[config.mk]
export PLATFORM = sky130hd
export DESIGN_NAME = pgwr_buf
export DESIGN_NICKNAME = d
export VERILOG_FILES = /design/src/rtl/pgwr_pkg.sv /design/src/rtl/pgwr_collect.sv /design/src/rtl/pgwr_sched.sv /design/src/rtl/pgwr_buf.sv
export SDC_FILE = /design/constraint.sdc
export NUM_CORES = 1
export LEC_CHECK = 0
export CAP_MARGIN = 10
export CORE_ASPECT_RATIO = 1.75
export CORE_MARGIN = 2
export CORE_UTILIZATION = 36
export DETAILED_ROUTE_END_ITERATION = 8
export PLACE_DENSITY_LB_ADDON = 0.1
export SYNTH_ARGS = -nofsm -noshare
export SYNTH_HDL_FRONTEND = slang
export SYNTH_SLANG_ARGS = --single-unit
[constraint.sdc]
create_clock -name clk -period 2.5 [get_ports clk]
set_input_delay 0.625 -clock clk [delete_from_list [all_inputs] [get_ports clk]]
set_output_delay 0.625 -clock clk [all_outputs]
set_load 0.01 [all_outputs]
[src/rtl/pgwr_pkg.sv]
package pgwr_pkg;

  typedef enum logic [1:0] {
    SQ_IDLE,
    SQ_REQ,
    SQ_PROG,
    SQ_HOLD
  } sq_state_e;

  // Block protection: decided from the top two address bits
  function automatic logic blk_locked(input logic [1:0] lvl, input logic [1:0] top2);
    case (lvl)
      2'd0:    blk_locked = 1'b0;
      2'd1:    blk_locked = (top2 == 2'b11);
      2'd2:    blk_locked = top2[1];
      default: blk_locked = 1'b1;
    endcase
  endfunction

  // Slot pointer advance with wrap inside the page
  function automatic logic [7:0] slot_next(input logic [7:0] ofs, input int unsigned nslots);
    slot_next = (32'(ofs) + 1 == nslots) ? 8'd0 : ofs + 8'd1;
  endfunction

endpackage

[src/rtl/pgwr_collect.sv]
module pgwr_collect #(
  parameter int OFS_W  = 4,
  parameter int PG_W   = 4,
  parameter int DATA_W = 8
) (
  input  logic                   clk,
  input  logic                   rst_n,
  input  logic                   open_i,
  input  logic [PG_W+OFS_W-1:0]  open_addr_i,
  input  logic                   close_i,
  input  logic                   byte_vld_i,
  input  logic [DATA_W-1:0]      byte_dat_i,
  input  logic [OFS_W-1:0]       rd_ofs_i,
  output logic                   armed_o,
  output logic [PG_W-1:0]        page_o,
  output logic [(1<<OFS_W)-1:0]  vmask_o,
  output logic [DATA_W-1:0]      rd_dat_o
);
  import pgwr_pkg::*;

  localparam int NSLOT = 1 << OFS_W;

  logic [OFS_W-1:0]  ptr_q;
  logic              take_byte;
  logic [DATA_W-1:0] slot_q [NSLOT];

  assign take_byte = armed_o && byte_vld_i && !open_i && !close_i;

  always_ff @(posedge clk) begin
    if (!rst_n) begin
      armed_o <= 1'b0;
      ptr_q   <= '0;
      page_o  <= '0;
      vmask_o <= '0;
    end else if (open_i) begin
      armed_o <= 1'b1;
      ptr_q   <= open_addr_i[OFS_W-1:0];
      page_o  <= open_addr_i[PG_W+OFS_W-1:OFS_W];
      vmask_o <= '0;
    end else if (close_i) begin
      armed_o <= 1'b0;
    end else if (take_byte) begin
      vmask_o[ptr_q] <= 1'b1;
      ptr_q          <= OFS_W'(slot_next(8'(ptr_q), NSLOT));
    end
  end

  for (genvar g = 0; g < NSLOT; g++) begin : g_slot
    always_ff @(posedge clk) begin
      if (take_byte && ptr_q == OFS_W'(g)) slot_q[g] <= byte_dat_i;
    end
  end

  assign rd_dat_o = slot_q[rd_ofs_i];

endmodule

[src/rtl/pgwr_sched.sv]
module pgwr_sched #(
  parameter int OFS_W   = 4,
  parameter int PG_W    = 4,
  parameter int TWR_CYC = 64
) (
  input  logic                  clk,
  input  logic                  rst_n,
  input  logic                  commit_i,
  input  logic                  grant_i,
  input  logic [1:0]            prot_lvl_i,
  input  logic [PG_W-1:0]       page_i,
  input  logic [(1<<OFS_W)-1:0] vmask_i,
  output logic                  req_o,
  output logic                  busy_o,
  output logic                  we_o,
  output logic [OFS_W-1:0]      ofs_o
);
  import pgwr_pkg::*;

  localparam int TMR_W = $clog2(TWR_CYC + 1);
  localparam logic [OFS_W-1:0] LAST_OFS = '1;

  sq_state_e  st_q;
  logic [TMR_W-1:0] tmr_q;
  logic       page_locked;

  assign page_locked = blk_locked(prot_lvl_i, page_i[PG_W-1:PG_W-2]);

  always_ff @(posedge clk) begin
    if (!rst_n) begin
      st_q  <= SQ_IDLE;
      ofs_o <= '0;
      tmr_q <= '0;
    end else begin
      case (st_q)
        SQ_IDLE: if (commit_i) st_q <= SQ_REQ;
        SQ_REQ: begin
          ofs_o <= '0;
          st_q  <= grant_i ? SQ_PROG : SQ_IDLE;
        end
        SQ_PROG: begin
          ofs_o <= ofs_o + 1'b1;
          if (ofs_o == LAST_OFS) begin
            st_q  <= SQ_HOLD;
            tmr_q <= TMR_W'(TWR_CYC - 1);
          end
        end
        default: begin
          if (tmr_q == '0) st_q <= SQ_IDLE;
          else tmr_q <= tmr_q - 1'b1;
        end
      endcase
    end
  end

  assign req_o  = (st_q == SQ_REQ);
  assign busy_o = (st_q != SQ_IDLE);
  assign we_o   = (st_q == SQ_PROG) && vmask_i[ofs_o] && !page_locked;

endmodule

[src/rtl/pgwr_buf.sv]
module pgwr_buf #(
  parameter int ADDR_W     = 8,
  parameter int DATA_W     = 8,
  parameter int PAGE_BYTES = 16,
  parameter int TWR_CYC    = 64,
  localparam int OFS_W     = $clog2(PAGE_BYTES),
  localparam int PG_W      = ADDR_W - OFS_W,
  localparam int BC_W      = $clog2(DATA_W)
) (
  input  logic              clk,
  input  logic              rst_n,
  input  logic              start_i,
  input  logic [ADDR_W-1:0] start_addr_i,
  input  logic              byte_vld_i,
  input  logic [DATA_W-1:0] byte_dat_i,
  input  logic [BC_W-1:0]   bitcnt_i,
  input  logic              desel_i,
  input  logic [1:0]        prot_lvl_i,
  input  logic              perm_ok_i,
  output logic              mem_we_o,
  output logic [ADDR_W-1:0] mem_addr_o,
  output logic [DATA_W-1:0] mem_wdat_o,
  output logic              cmt_req_o,
  output logic [PG_W-1:0]   cmt_page_o,
  output logic              busy_o
);

  logic                  armed;
  logic [PG_W-1:0]       page;
  logic [PAGE_BYTES-1:0] vmask;
  logic [OFS_W-1:0]      sweep_ofs;

  // Named internal events
  logic open_ev, close_ev, commit_ev;
  assign open_ev   = start_i && !busy_o;
  assign close_ev  = desel_i && armed && !start_i;
  assign commit_ev = close_ev && (bitcnt_i == '0) && (|vmask);

  pgwr_collect #(.OFS_W(OFS_W), .PG_W(PG_W), .DATA_W(DATA_W)) collect_i (
    .clk(clk), .rst_n(rst_n),
    .open_i(open_ev), .open_addr_i(start_addr_i), .close_i(close_ev),
    .byte_vld_i(byte_vld_i), .byte_dat_i(byte_dat_i),
    .rd_ofs_i(sweep_ofs),
    .armed_o(armed), .page_o(page), .vmask_o(vmask), .rd_dat_o(mem_wdat_o)
  );

  pgwr_sched #(.OFS_W(OFS_W), .PG_W(PG_W), .TWR_CYC(TWR_CYC)) sched_i (
    .clk(clk), .rst_n(rst_n),
    .commit_i(commit_ev), .grant_i(perm_ok_i), .prot_lvl_i(prot_lvl_i),
    .page_i(page), .vmask_i(vmask),
    .req_o(cmt_req_o), .busy_o(busy_o), .we_o(mem_we_o), .ofs_o(sweep_ofs)
  );

  assign mem_addr_o = {page, sweep_ofs};
  assign cmt_page_o = page;

endmodule

# ---- After elaboration in Yosys (flattened, before gate mapping)
# Memories as Yosys holds them, arrays and structs flattened. A register that Yosys moved wholly into a read port is not among the register bits.
# Index checks and enable logic that the tools add are counted.
dict set report op_classes {
  n_addsub 4
  magnitude_cmp 3
  eq_ne 26
  mux 99
  n_bitwise 4
  n_reduce_logical 64
}
# op n
set op_table {}
lappend op_table {{$mux W8} 15}
lappend op_table {{$reduce_or A8 Y1} 15}
lappend op_table {{$mux W4} 21}
lappend op_table {{$mux W1} 51}
lappend op_table {{$eq A4 B4 Y1 const B} 9}
lappend op_table {{$eq A32 B5 Y1 const B} 1}
lappend op_table {{$logic_and A1 B1 Y1} 27}
lappend op_table {{$eq A4 B3 Y1 const B} 4}
lappend op_table {{$or A16 B16 Y16} 1}
lappend op_table {{$reduce_or A16 Y1} 1}
lappend op_table {{$mux W7} 2}
lappend op_table {{$pmux W7 S2} 1}
lappend op_table {{$lt A4 B5 Y1 const B} 2}
lappend op_table {{$add A4 B1 Y4 const B} 2}
lappend op_table {{$eq A4 B2 Y1 const B} 2}
lappend op_table {{$mux W2} 4}
lappend op_table {{$pmux W4 S2} 1}
lappend op_table {{$reduce_bool A2 Y1} 4}
lappend op_table {{$logic_not A7 Y1} 1}
lappend op_table {{$sub A7 B1 Y7 const B} 1}
lappend op_table {{$eq A2 B2 Y1 const B} 3}
lappend op_table {{$pmux W2 S3} 1}
lappend op_table {{$reduce_and A3 Y1} 2}
lappend op_table {{$add A4 B1 Y5 const B} 1}
lappend op_table {{other kinds (16)} 28}
dict set report word_totals {
  regBits 38
  ramBits 128
  inputBits 27
  output_inout_bits 23
  memories 1
}
# memory depth width rd rd_clocked_by_memory_dff wr line_no
set mem_list {}
lappend mem_list {collect_i.slot_q 16 8 1 1 1 pgwr_collect.sv:25} ;# logic [DATA_W-1:0] slot_q [NSLOT];

# ---- Logic depth before layout (Yosys ltp)
# Gate-level depths: netlist of the first run.
dict set report depth {
  depth_word 25
  ltp_mapped 7
  mapped_depth_nobuf 7
}

# ---- By module
# From an unflattened synthesis of the first run, not the netlist that was laid out.
dict set report hier_totals {
  cells_unflattened 448
  area_unflattened_um2 6970.4
}
# mod instances cells_per_inst area_each_um2 seq_area_each_um2
set by_module_without_submodules {}
lappend by_module_without_submodules {pgwr_collect 1 324 5935.7 4344.2}
lappend by_module_without_submodules {pgwr_sched 1 110 923.4 260.2}
lappend by_module_without_submodules {pgwr_buf 1 14 111.4 0.0}

# ---- Worst setup path before layout of the first run
# Ideal clock, no wire load.
dict set report synth_path {
  kind {input -> register}
  start {input port desel_i}
  end {memory collect_i.slot_q[0][0] (enable)}
  arrival_ps 1976
  required_time_ps 2114
  path_slack_ps 138
  path_stages 4
  cell_sequence {nor2b_1 -> nor2_1 -> nand3_1 -> nor3_1}
}
dict set report synth_via {
  elab_chain_cells 23
}
# item line_no
set synth_lines {}
lappend synth_lines {{start: declaration} pgwr_buf.sv:17} ;# input logic desel_i,
lappend synth_lines {{$logic_and A1 B1 Y1 (*) (2 in a row)} pgwr_buf.sv:36} ;# assign close_ev = desel_i && armed && !start_i;
lappend synth_lines {{$logic_not A1 Y1 (*)} pgwr_collect.sv:27} ;# assign take_byte = armed_o && byte_vld_i && !open_i && !close_i;
lappend synth_lines {{$logic_and A1 B1 Y1 (*)} pgwr_collect.sv:27}
lappend synth_lines {{$logic_and A1 B1 Y1} pgwr_collect.sv:50} ;# if (take_byte && ptr_q == OFS_W'(g)) slot_q[g] <= byte_dat_i;
lappend synth_lines {{$mux W1} pgwr_collect.sv:50}
lappend synth_lines {{$mux W1 (implied by the code)} pgwr_collect.sv:50}
lappend synth_lines {{$reduce_or A8 Y1 (no source line)} -}
lappend synth_lines {{$mux W4 (no source line) or $mux W1 (tied branches) (15 in a row)} -}
lappend synth_lines {{end: declaration} pgwr_collect.sv:25}
# Every way passes the cells marked *; elsewhere a longest branch is shown, timed or not.

==> results by group, run 1 <==
Worst setup path
  • R2R cell count: 8
  • Critical path arrival: 2.23 ns
  • Kind of launch point of the worst setup path: flop
  • Worst r2r dst: sched_i.st_q[0]
  • Category of the critical setup timing path: reg -> out
  • Register-to-register setup slack: 0.42 ns
  • Launching point of the worst reg2reg path: sched_i.st_q[0]
  • Data required time at the worst endpoint: 1.88 ns
  • Worst-path maximum fanout: 6
  • Category of the worst setup path capture point: output pin

Clock network
  • Cell at the root of the clock tree: clkbuf_16
  • Number of buffers created by CTS: 17
  • Skew-Pair Late Insertion Delay: 0.42 ns
  • Clock tree from TritonCTS: yes
  • Sink count of the clock tree: 170
  • H-tree depth: 4
  • Maximum clock path buffer count: 2
  • Clock transition at path regs: 0.06 ns

Placement
  • Placed cell count: 721
  • Placer congestion estimate: 0.774
  • Cell area after placement: 8080 sq um
  • Worst setup timing slack at the placement stage: -0.337 ns
  • Count of buffers from port buffering: 49
  • Half-perimeter wire length after detailed placement: 10,800 um

Global routing
  • GR Util All Layers: 16.6%
  • Largest net degree at the start of global routing: 33
  • First-pass GRT wire length: 24,200 um
  • Initial antenna violation count: 0
  • Remaining global-route overflow: 0
  • Vias in the first global route: 4,179

Drt
  • Average routed wire per standard cell: 20.6 um
  • Routed WL: 15,700 um
  • DRC marker count from the first detailed-route iteration: 208
  • DRT Pass-1 Iters: 4
  • Detailed-route vias per instance: 5.07
  • Remaining antenna violation count: 0
  • Drt drc: 0
  • Vias after detailed routing: 3,850

Synthesis
  • Fraction of registers with async set/reset: 0%
  • Count of flip-flops with a built-in enable after synthesis: 128
  • Post-synthesis cell type count: 43
  • Sequential-to-total area share from yosys stat: 67.5%
  • Yosys warnings: 0
  • Post-synthesis net count: 435
  • Combined area of all synthesized cells: 6940 sq um
  • Most used flip-flop cell after synthesis: edfxtp_1
  • Seq cells post-synth: 170
  • Number of instances in the synthesized netlist: 397
  • Syn_area_per_cell: 17.5 sq um

Hold path
  • Hold worst-path end: collect_i.page_o[0]
  • Cells on Worst Hold Path: 2
  • Start point of the worst min-delay path: collect_i.page_o[0]
  • Min-Delay Path Class: reg -> reg

Die
  • Horizontal die dimension: 109 um
  • Core area: 19,000 sq um
  • Die outline area: 20,400 sq um
  • Die height: 188 um
  • Top Ports: 50
  • Effective utilization at floorplan: 36.4%
  • Standard-cell rows: 67

Cells and area
  • Area of all placed cells without fillers: 8640 sq um
  • Count of antenna diodes in the layout: 0
  • Number of fillers in the final layout: 1,674
  • Most common cell after layout, fill and taps aside: edfxtp_1
  • Fraction of layout instances using a drive strength above 1: 29.0%
  • Commonest non-fill, non-tap cells in the layout: 128 x edfxtp_1, 54 x buf_4, 41 x mux4_2
  • Final non-filler cell total: 759
  • Nets@finish: 543
  • Synthesis-to-layout area growth: 24.6%

Timing
  • Final hold violation count: 0
  • Clock period minus worst slack: 2.85 ns
  • Actual slew at the worst max-slew pin: 0.551 ns
  • Worst Clk Skew: 0.00641 ns
  • Top achievable clock speed: 351 MHz
  • Max-slew violations: 0
  • Worst rel slew slack: 63.2%
  • Number of setup violations in the final report: 9
  • Least setup slack across all paths after layout: -0.351 ns
  • Unrepaired setup endpoints after global routing: yes
  • Portion of the clock cycle consumed by the worst path in the final layout: 114%
  • WHS: 0.484 ns

Power and ir drop
  • Share of total power consumed by net switching: 21.3%
  • Switching power: 1.28 mW
  • Share of power burned in registers: 51.7%
  • Design Power: 6.02 mW
  • Total power per unit cell area: 696 nW/um^2
  • Clk pwr share: 41.3%
  • Leakage Power: 2.91 nW
  • Combinational Power Share: 7.0%
  • Peak supply drop: 0.000409 V
  • Internal power: 4.74 mW

Run status
  • Status: finished with violations
  • Violations in the final reports: negative setup slack

Job
  • Maximum capacitance violations: 0
## power groups by stage
stage	sequential (mW)	clock [mW]	combinational, mW
after global routing	3.11	2.67	0.465
after floorplan	3.16	0	0.233
after detailed placement	3.17	0	0.418
after CTS	3.11	2.56	0.426
after global placement	3.17	0	0.412
final	3.11	2.49	0.418
## cell usage after synthesis (5+ instances only)
master | n | area [sq um]
a21oi_1 | 13 | 65.1
buf_4 | 6 | 45.0
clkbuf_1 | 9 | 33.8
dfxtp_1 | 42 | 841
edfxtp_1 | 128 | 3840
ha_1 | 11 | 138
inv_1 | 10 | 37.5
mux4_1 | 24 | 631
mux4_2 | 21 | 473
nand2_1 | 17 | 63.8
nand2b_1 | 6 | 37.5
nand3_1 | 10 | 50.1
nand4_1 | 6 | 37.5
nor2_1 | 26 | 97.6
nor3_1 | 6 | 30.0
o21a_1 | 16 | 120
xor2_1 | 5 | 43.8
## sequential cells by signal, summed over array words and instances, names as in the netlist, named ones only
register and flops:
sched_i.tmr_q 7, sched_i.st_q 2, collect_i.page_o 4, sched_i.ofs_o 4, collect_i.vmask_o 16, collect_i.slot_q 128
collect_i.armed_o 1, collect_i.ptr_q 4
## how the worst max path moves through the flow
| stage | startpoint | endpoint | slack [ns] |
|---|---|---|---|
| 2_1_floorplan | desel_i | collect_i.slot_q[0][0] | 0.14 |
| 3_3_place_gp | flop | mem_wdat_o[7] | -0.34 |
| 3_5_place_dp | flop | mem_wdat_o[7] | -0.34 |
| 4_1_cts | flop | mem_wdat_o[1] | -0.40 |
| 5_1_grt | flop | mem_wdat_o[1] | -0.43 |
| 6_report | flop | mem_wdat_o[1] | -0.35 |
## logic make-up (layout without fill, tap and decap cells)
family | Yosys count | in the layout | share of synthesized area, %
AO/OA/AOI/OAI | 44 | 44 | 4.56
buffers and inverters | 33 | 154 | 2.80
XOR/XNOR | 8 | 8 | 1.01
adder cells (fa/ha/maj) | 11 | 11 | 1.98
AND/OR/NAND/NOR | 84 | 84 | 5.88
multiplexers | 47 | 47 | 16.2
flip-flops | 170 | 170 | 67.5
## cell type report
cell class / instances / area, sq um / share of cell area (%)
inverters: 10 / 37.5 / 0.434
clock inverters: 5 / 32.5 / 0.376
clock buffers: 27 / 537 / 6.21
multi-input cells: 194 / 2000 / 23.1
repair buffers: 112 / 1040 / 12.1
flip-flops and latches: 170 / 4690 / 54.3
well taps: 241 / 302 / 3.49
## metal layers
metal / up-vias / wire, um / GRT usage (%)
met5: - / 0 / 0
met4: 0 / 363 / 6.85
met3: 18 / 448 / 3.20
met2: 89 / 8740 / 29.6
met1: 1965 / 6100 / 18.9
li1: 1778 / - / -
## timing repair
action,in CTS,in global routing
setup endpoints to repair,10,9
buffers inserted,6,0
hold buffers,0,0
resized for setup,61,8
## through the flow
stage	util [%]	TNS [ns]
after detailed placement	42.4	-6.71
after global routing	45.4	-3.25
after floorplan	-	0
after CTS	45.5	-3.14
after global placement	42.4	-4.45
final	45.4	-2.55
## worst max-delay path, cell delays in order, from the launching register on
cell,delay (ns)
dfxtp_4,0.40
buf_12,0.13
buf_12,0.12
mux4_2,0.51
mux4_2,0.50
buf_6,0.14
Power figures use the tool's default switching activity.
==> inputs of run 2 (changes only) <==
Settings changed: HOLD_SLACK_MARGIN set to 0.02, SYNTH_HIERARCHICAL set to 1.
==> run 2 against run 1 <==
- the run still ends with negative setup slack left
- synthesized cell count rose by 13%
- sequential power down 4%
- via count up 8.3%
- wire length rose by 4.8%
- non-clock buffer count shrank 13
- register-to-register slack got worse by 0.17 ns
- count of clock-buffer cells in the layout down 4
- die area rose by 0.49%
- sequential cell count is 4 lower
- final cell count grew 4.5%
- critical path depth rose by 2
- global-route usage is 0.51 points higher
- largest power group unchanged
- highest routed layer unchanged
==> results by group, run 2 <==
Worst setup path
  • Critical path arrival: 2.04 ns (-0.19 ns)
  • Family with the most delay on the worst path: multiplexers
  • Kind of launch point of the worst setup path: flop
  • Crit path buf inv count: 4 (+1)
  • Critical path, cell by cell: buf_6 > buf_12 > buf_4 > mux4_2 > a22oi_2 > nand2_1 > buf_2
  • Crit path from: sched_i/ofs_o[0]
  • Crit-path max cell delay: 0.50 ns (about the same)
  • Data required time at the worst endpoint: 1.88 ns (about the same)
  • Category of the critical setup timing path: reg -> out
  • Launching point of the worst reg2reg path: sched_i/st_q[0]
  • Worst-path maximum fanout: 7 (+1)
  • Max stage delay cell, worst path: mux4_2
  • Register-to-register setup slack: 0.25 ns (-0.17 ns)
  • Category of the worst setup path capture point: output pin
  • Worst r2r dst: collect_i/slot_q[3][1]
  • R2R cell count: 9 (+1)
  • Capture point of the worst path: mem_wdat_o[1]
  • Critical path depth: 7 (+2)

Global routing
  • Vias in the first global route: 4,442 (+6.3%)
  • Remaining global-route overflow: 0 (unchanged)
  • GR Util All Layers: 17.1% (+0.51 points)
  • Largest net degree at the start of global routing: 22 (-33%)
  • First-pass GRT wire length: 25,500 um (+5.4%)
  • Initial antenna violation count: 0 (unchanged)

Cells and area
  • Fraction of layout instances using a drive strength above 1: 26.4% (-2.5 points)
  • Synthesis-to-layout area growth: 24.6% (about the same)
  • Count of antenna diodes in the layout: 0 (unchanged)
  • Largest regs: collect_i/slot_q (128), collect_i/vmask_o (16), sched_i/tmr_q (7)
  • Nets@finish: 576 (+6.1%)
  • Register with the most flip-flops: collect_i/slot_q
  • Flip-flop count of the largest register, all copies and words added: 128 (unchanged)
  • Area of all placed cells without fillers: 8690 sq um (+0.54%)
  • Most common cell after layout, fill and taps aside: edfxtp_1
  • Commonest non-fill, non-tap cells in the layout: 128 x edfxtp_1, 41 x buf_4, 38 x clkdlybuf4s50_1

Timing
  • Number of setup violations in the final report: 8 (-1)
  • Final hold violation count: 0 (unchanged)
  • Actual slew at the worst max-slew pin: 0.623 ns (+0.0724 ns)
  • Worst rel slew slack: 58.3% (-4.8 points)
  • Portion of the clock cycle consumed by the worst path in the final layout: 107% (-7.4 points)
  • Worst Clk Skew: 0.0107 ns (+0.00425 ns)
  • Max-slew violations: 0 (unchanged)
  • Clock period minus worst slack: 2.67 ns (-0.185 ns)
  • Top achievable clock speed: 375 MHz (+6.9%)
  • Least setup slack across all paths after layout: -0.166 ns (+0.185 ns)
  • Unrepaired setup endpoints after global routing: yes

Power and ir drop
  • Combinational Power Share: 3.4% (-3.6 points)
  • Peak supply drop: 0.000385 V (-5.8%)
  • Leakage Power: 2.91 nW (about the same)
  • Internal power: 4.70 mW (-0.81%)
  • Design Power: 5.84 mW (-2.9%)
  • Clk pwr share: 45.2% (+3.9 points)
  • Share of power burned in registers: 51.4% (-0.3 points)
  • Share of total power consumed by net switching: 19.6% (-1.7 points)
  • Switching power: 1.15 mW (-10%)
  • Total power per unit cell area: 673 nW/um^2 (-3.4%)

Run status
  • Status: finished with violations
  • Violations in the final reports: negative setup slack

Placement
  • Count of buffers from port buffering: 49 (unchanged)
  • Placer congestion estimate: 0.735 (-5.0%)
  • Cell area after placement: 7960 sq um (-1.4%)
  • Half-perimeter wire length after detailed placement: 11,400 um (+5.6%)

Clock network
  • Number of buffers created by CTS: 17 (unchanged)
  • Skew-Pair Late Insertion Delay: 0.42 ns (about the same)
  • Sink count of the clock tree: 166 (-2.4%)
  • H-tree depth: 4 (unchanged)
  • Maximum clock path buffer count: 2 (unchanged)
  • Cell at the root of the clock tree: clkbuf_16
  • Clock transition at path regs: 0.06 ns (about the same)
  • Clock tree from TritonCTS: yes
  • Post-CTS Hold Fix Bufs: 0 (unchanged)

Synthesis
  • Number of instances in the synthesized netlist: 448 (+13%)
  • Yosys warnings: 6 (+6)
  • Seq cells post-synth: 166 (-2.4%)
  • Most common cell in the synthesized netlist: edfxtp_1
  • Commonest cells in the synthesized netlist: 128 x edfxtp_1, 38 x dfxtp_1, 34 x nor2_1
  • Combined area of all synthesized cells: 6970 sq um (+0.51%)
  • Proportion of netlist area held by the largest area contributor: 55.1% (-0.28 points)
  • Count of flip-flops with a built-in enable after synthesis: 128 (unchanged)
  • Fraction of registers with async set/reset: 0% (unchanged)
  • Post-synthesis cell type count: 52 (+21%)
  • Post-synthesis net count: 485 (+11%)
  • Most used flip-flop cell after synthesis: edfxtp_1
  • Largest cells by area after synthesis: edfxtp_1 55%, dfxtp_1 11%, mux4_2 8.4%, mux4_1 3.0%, nor2_1 1.8%
  • Sequential-to-total area share from yosys stat: 66.1% (-1.5 points)
  • Leading area contributor after synthesis: edfxtp_1
  • Syn_area_per_cell: 15.6 sq um (-11%)

Drt
  • Average routed wire per standard cell: 20.7 um (+0.30%)
  • Routed WL: 16,400 um (+4.8%)
  • Met1 layer wirelength in the final routing: 6170 um (+1.3%)
  • Remaining antenna violation count: 0 (unchanged)
  • DRT Pass-1 Iters: 4 (unchanged)
  • DRC marker count from the first detailed-route iteration: 226 (+8.7%)
  • Detailed-route vias per instance: 5.26 (+3.7%)
  • Met2 WL post-DR: 9450 um (+8.1%)
  • Met3 wire length: 461 um (+2.9%)
  • Vias after detailed routing: 4,170 (+8.3%)
  • Drt drc: 0 (unchanged)
  • Highest metal layer used by the detailed router: met4

Die
  • Horizontal die dimension: 109 um (+0.24%)
  • Die height: 188 um (+0.25%)
  • Effective utilization at floorplan: 36.5% (about the same)
  • Top Ports: 50 (unchanged)
  • Standard-cell rows: 67 (unchanged)
  • Core area: 19,100 sq um (+0.44%)
  • Die outline area: 20,500 sq um (+0.49%)

Hold path
  • Min-Delay Path Class: reg -> reg
  • Start point of the worst min-delay path: sched_i/st_q[0]
  • Cells on Worst Hold Path: 1 (-1)

Job
  • Maximum capacitance violations: 0 (unchanged)
run 2: cell count changes after synthesis, sizes merged, moves of 5 or more:
cell	previous run	this run
nor2	26	34
o21a	16	5
o21ai	2	7
mux2i	1	8
a31oi	0	19
mux4	45	34
nor2b	2	10
a21oi	13	5
a22oi	1	16
run 2: layout make-up:
type                    count  area (sq um)
fillers                  1727         10400
flip-flops and latches    166          4610
multi-input cells         244          2220
repair buffers             99           925
clock buffers              23           468
well taps                 241           302
clock inverters             9           125
inverters                  11          41.3
run 2: kinds of logic after synthesis:
kind of cell    count (synthesis)  synth area share, %
compound gates                 71                 7.29
xor+xnor                        2                0.251
fa+ha+maj                      10                 1.80
flops                         166                 66.1
mux                            43                 12.7
buf+inv                        38                 2.98
simple gates                  118                 8.90
run 2: through the flow:
step | setup TNS [ns] | instances | worst slack [ns] | hold slack [ns] | utilization, %
floorplan | 0 | 448 | 0.0124 | 0.456 | -
global placement | -9.93 | 752 | -0.469 | 0.480 | 41.7
detailed placement | -9.28 | 752 | -0.576 | 0.503 | 41.7
CTS | -1.49 | 793 | -0.255 | 0.516 | 45.5
global route | -1.79 | 793 | -0.288 | 0.541 | 45.5
finish | -0.927 | 793 | -0.166 | 0.509 | 45.5
run 2: worst min path at each step:
stage | end | slack, ns
floorplan | sched_i/st_q[1] | 0.46
global placement | sched_i/st_q[1] | 0.48
detailed placement | sched_i/st_q[1] | 0.50
CTS | sched_i/st_q[1] | 0.52
global route | sched_i/st_q[1] | 0.54
finish | sched_i/st_q[1] | 0.51
run 2: metal layers:
| layer | global-route usage, % | vias to the layer above |
|---|---|---|
| met2 | 31.5 | 91 |
| li1 | - | 1939 |
| met4 | 6.57 | 0 |
| met5 | 0 | - |
| met3 | 3.20 | 20 |
| met1 | 18.8 | 2120 |
run 2: repair_timing:
action | CTS | global route
pin swaps | 10 | 12
gates resized for setup | 66 | 14
endpoints found under the setup margin | 10 | 10
buffers inserted | 7 | 3
hold endpoints to repair | 0 | 0
gates cloned | 2 | 0
run 2: power by group through the flow:
| stage | sequential, mW | clock, mW | combinational, mW |
|---|---|---|---|
| floorplan | 3.06 | 0 | 0.0897 |
| global placement | 3.06 | 0 | 0.197 |
| detailed placement | 3.06 | 0 | 0.202 |
| CTS | 3.00 | 2.71 | 0.203 |
| global route | 3.00 | 2.82 | 0.221 |
| finish | 3.00 | 2.64 | 0.201 |
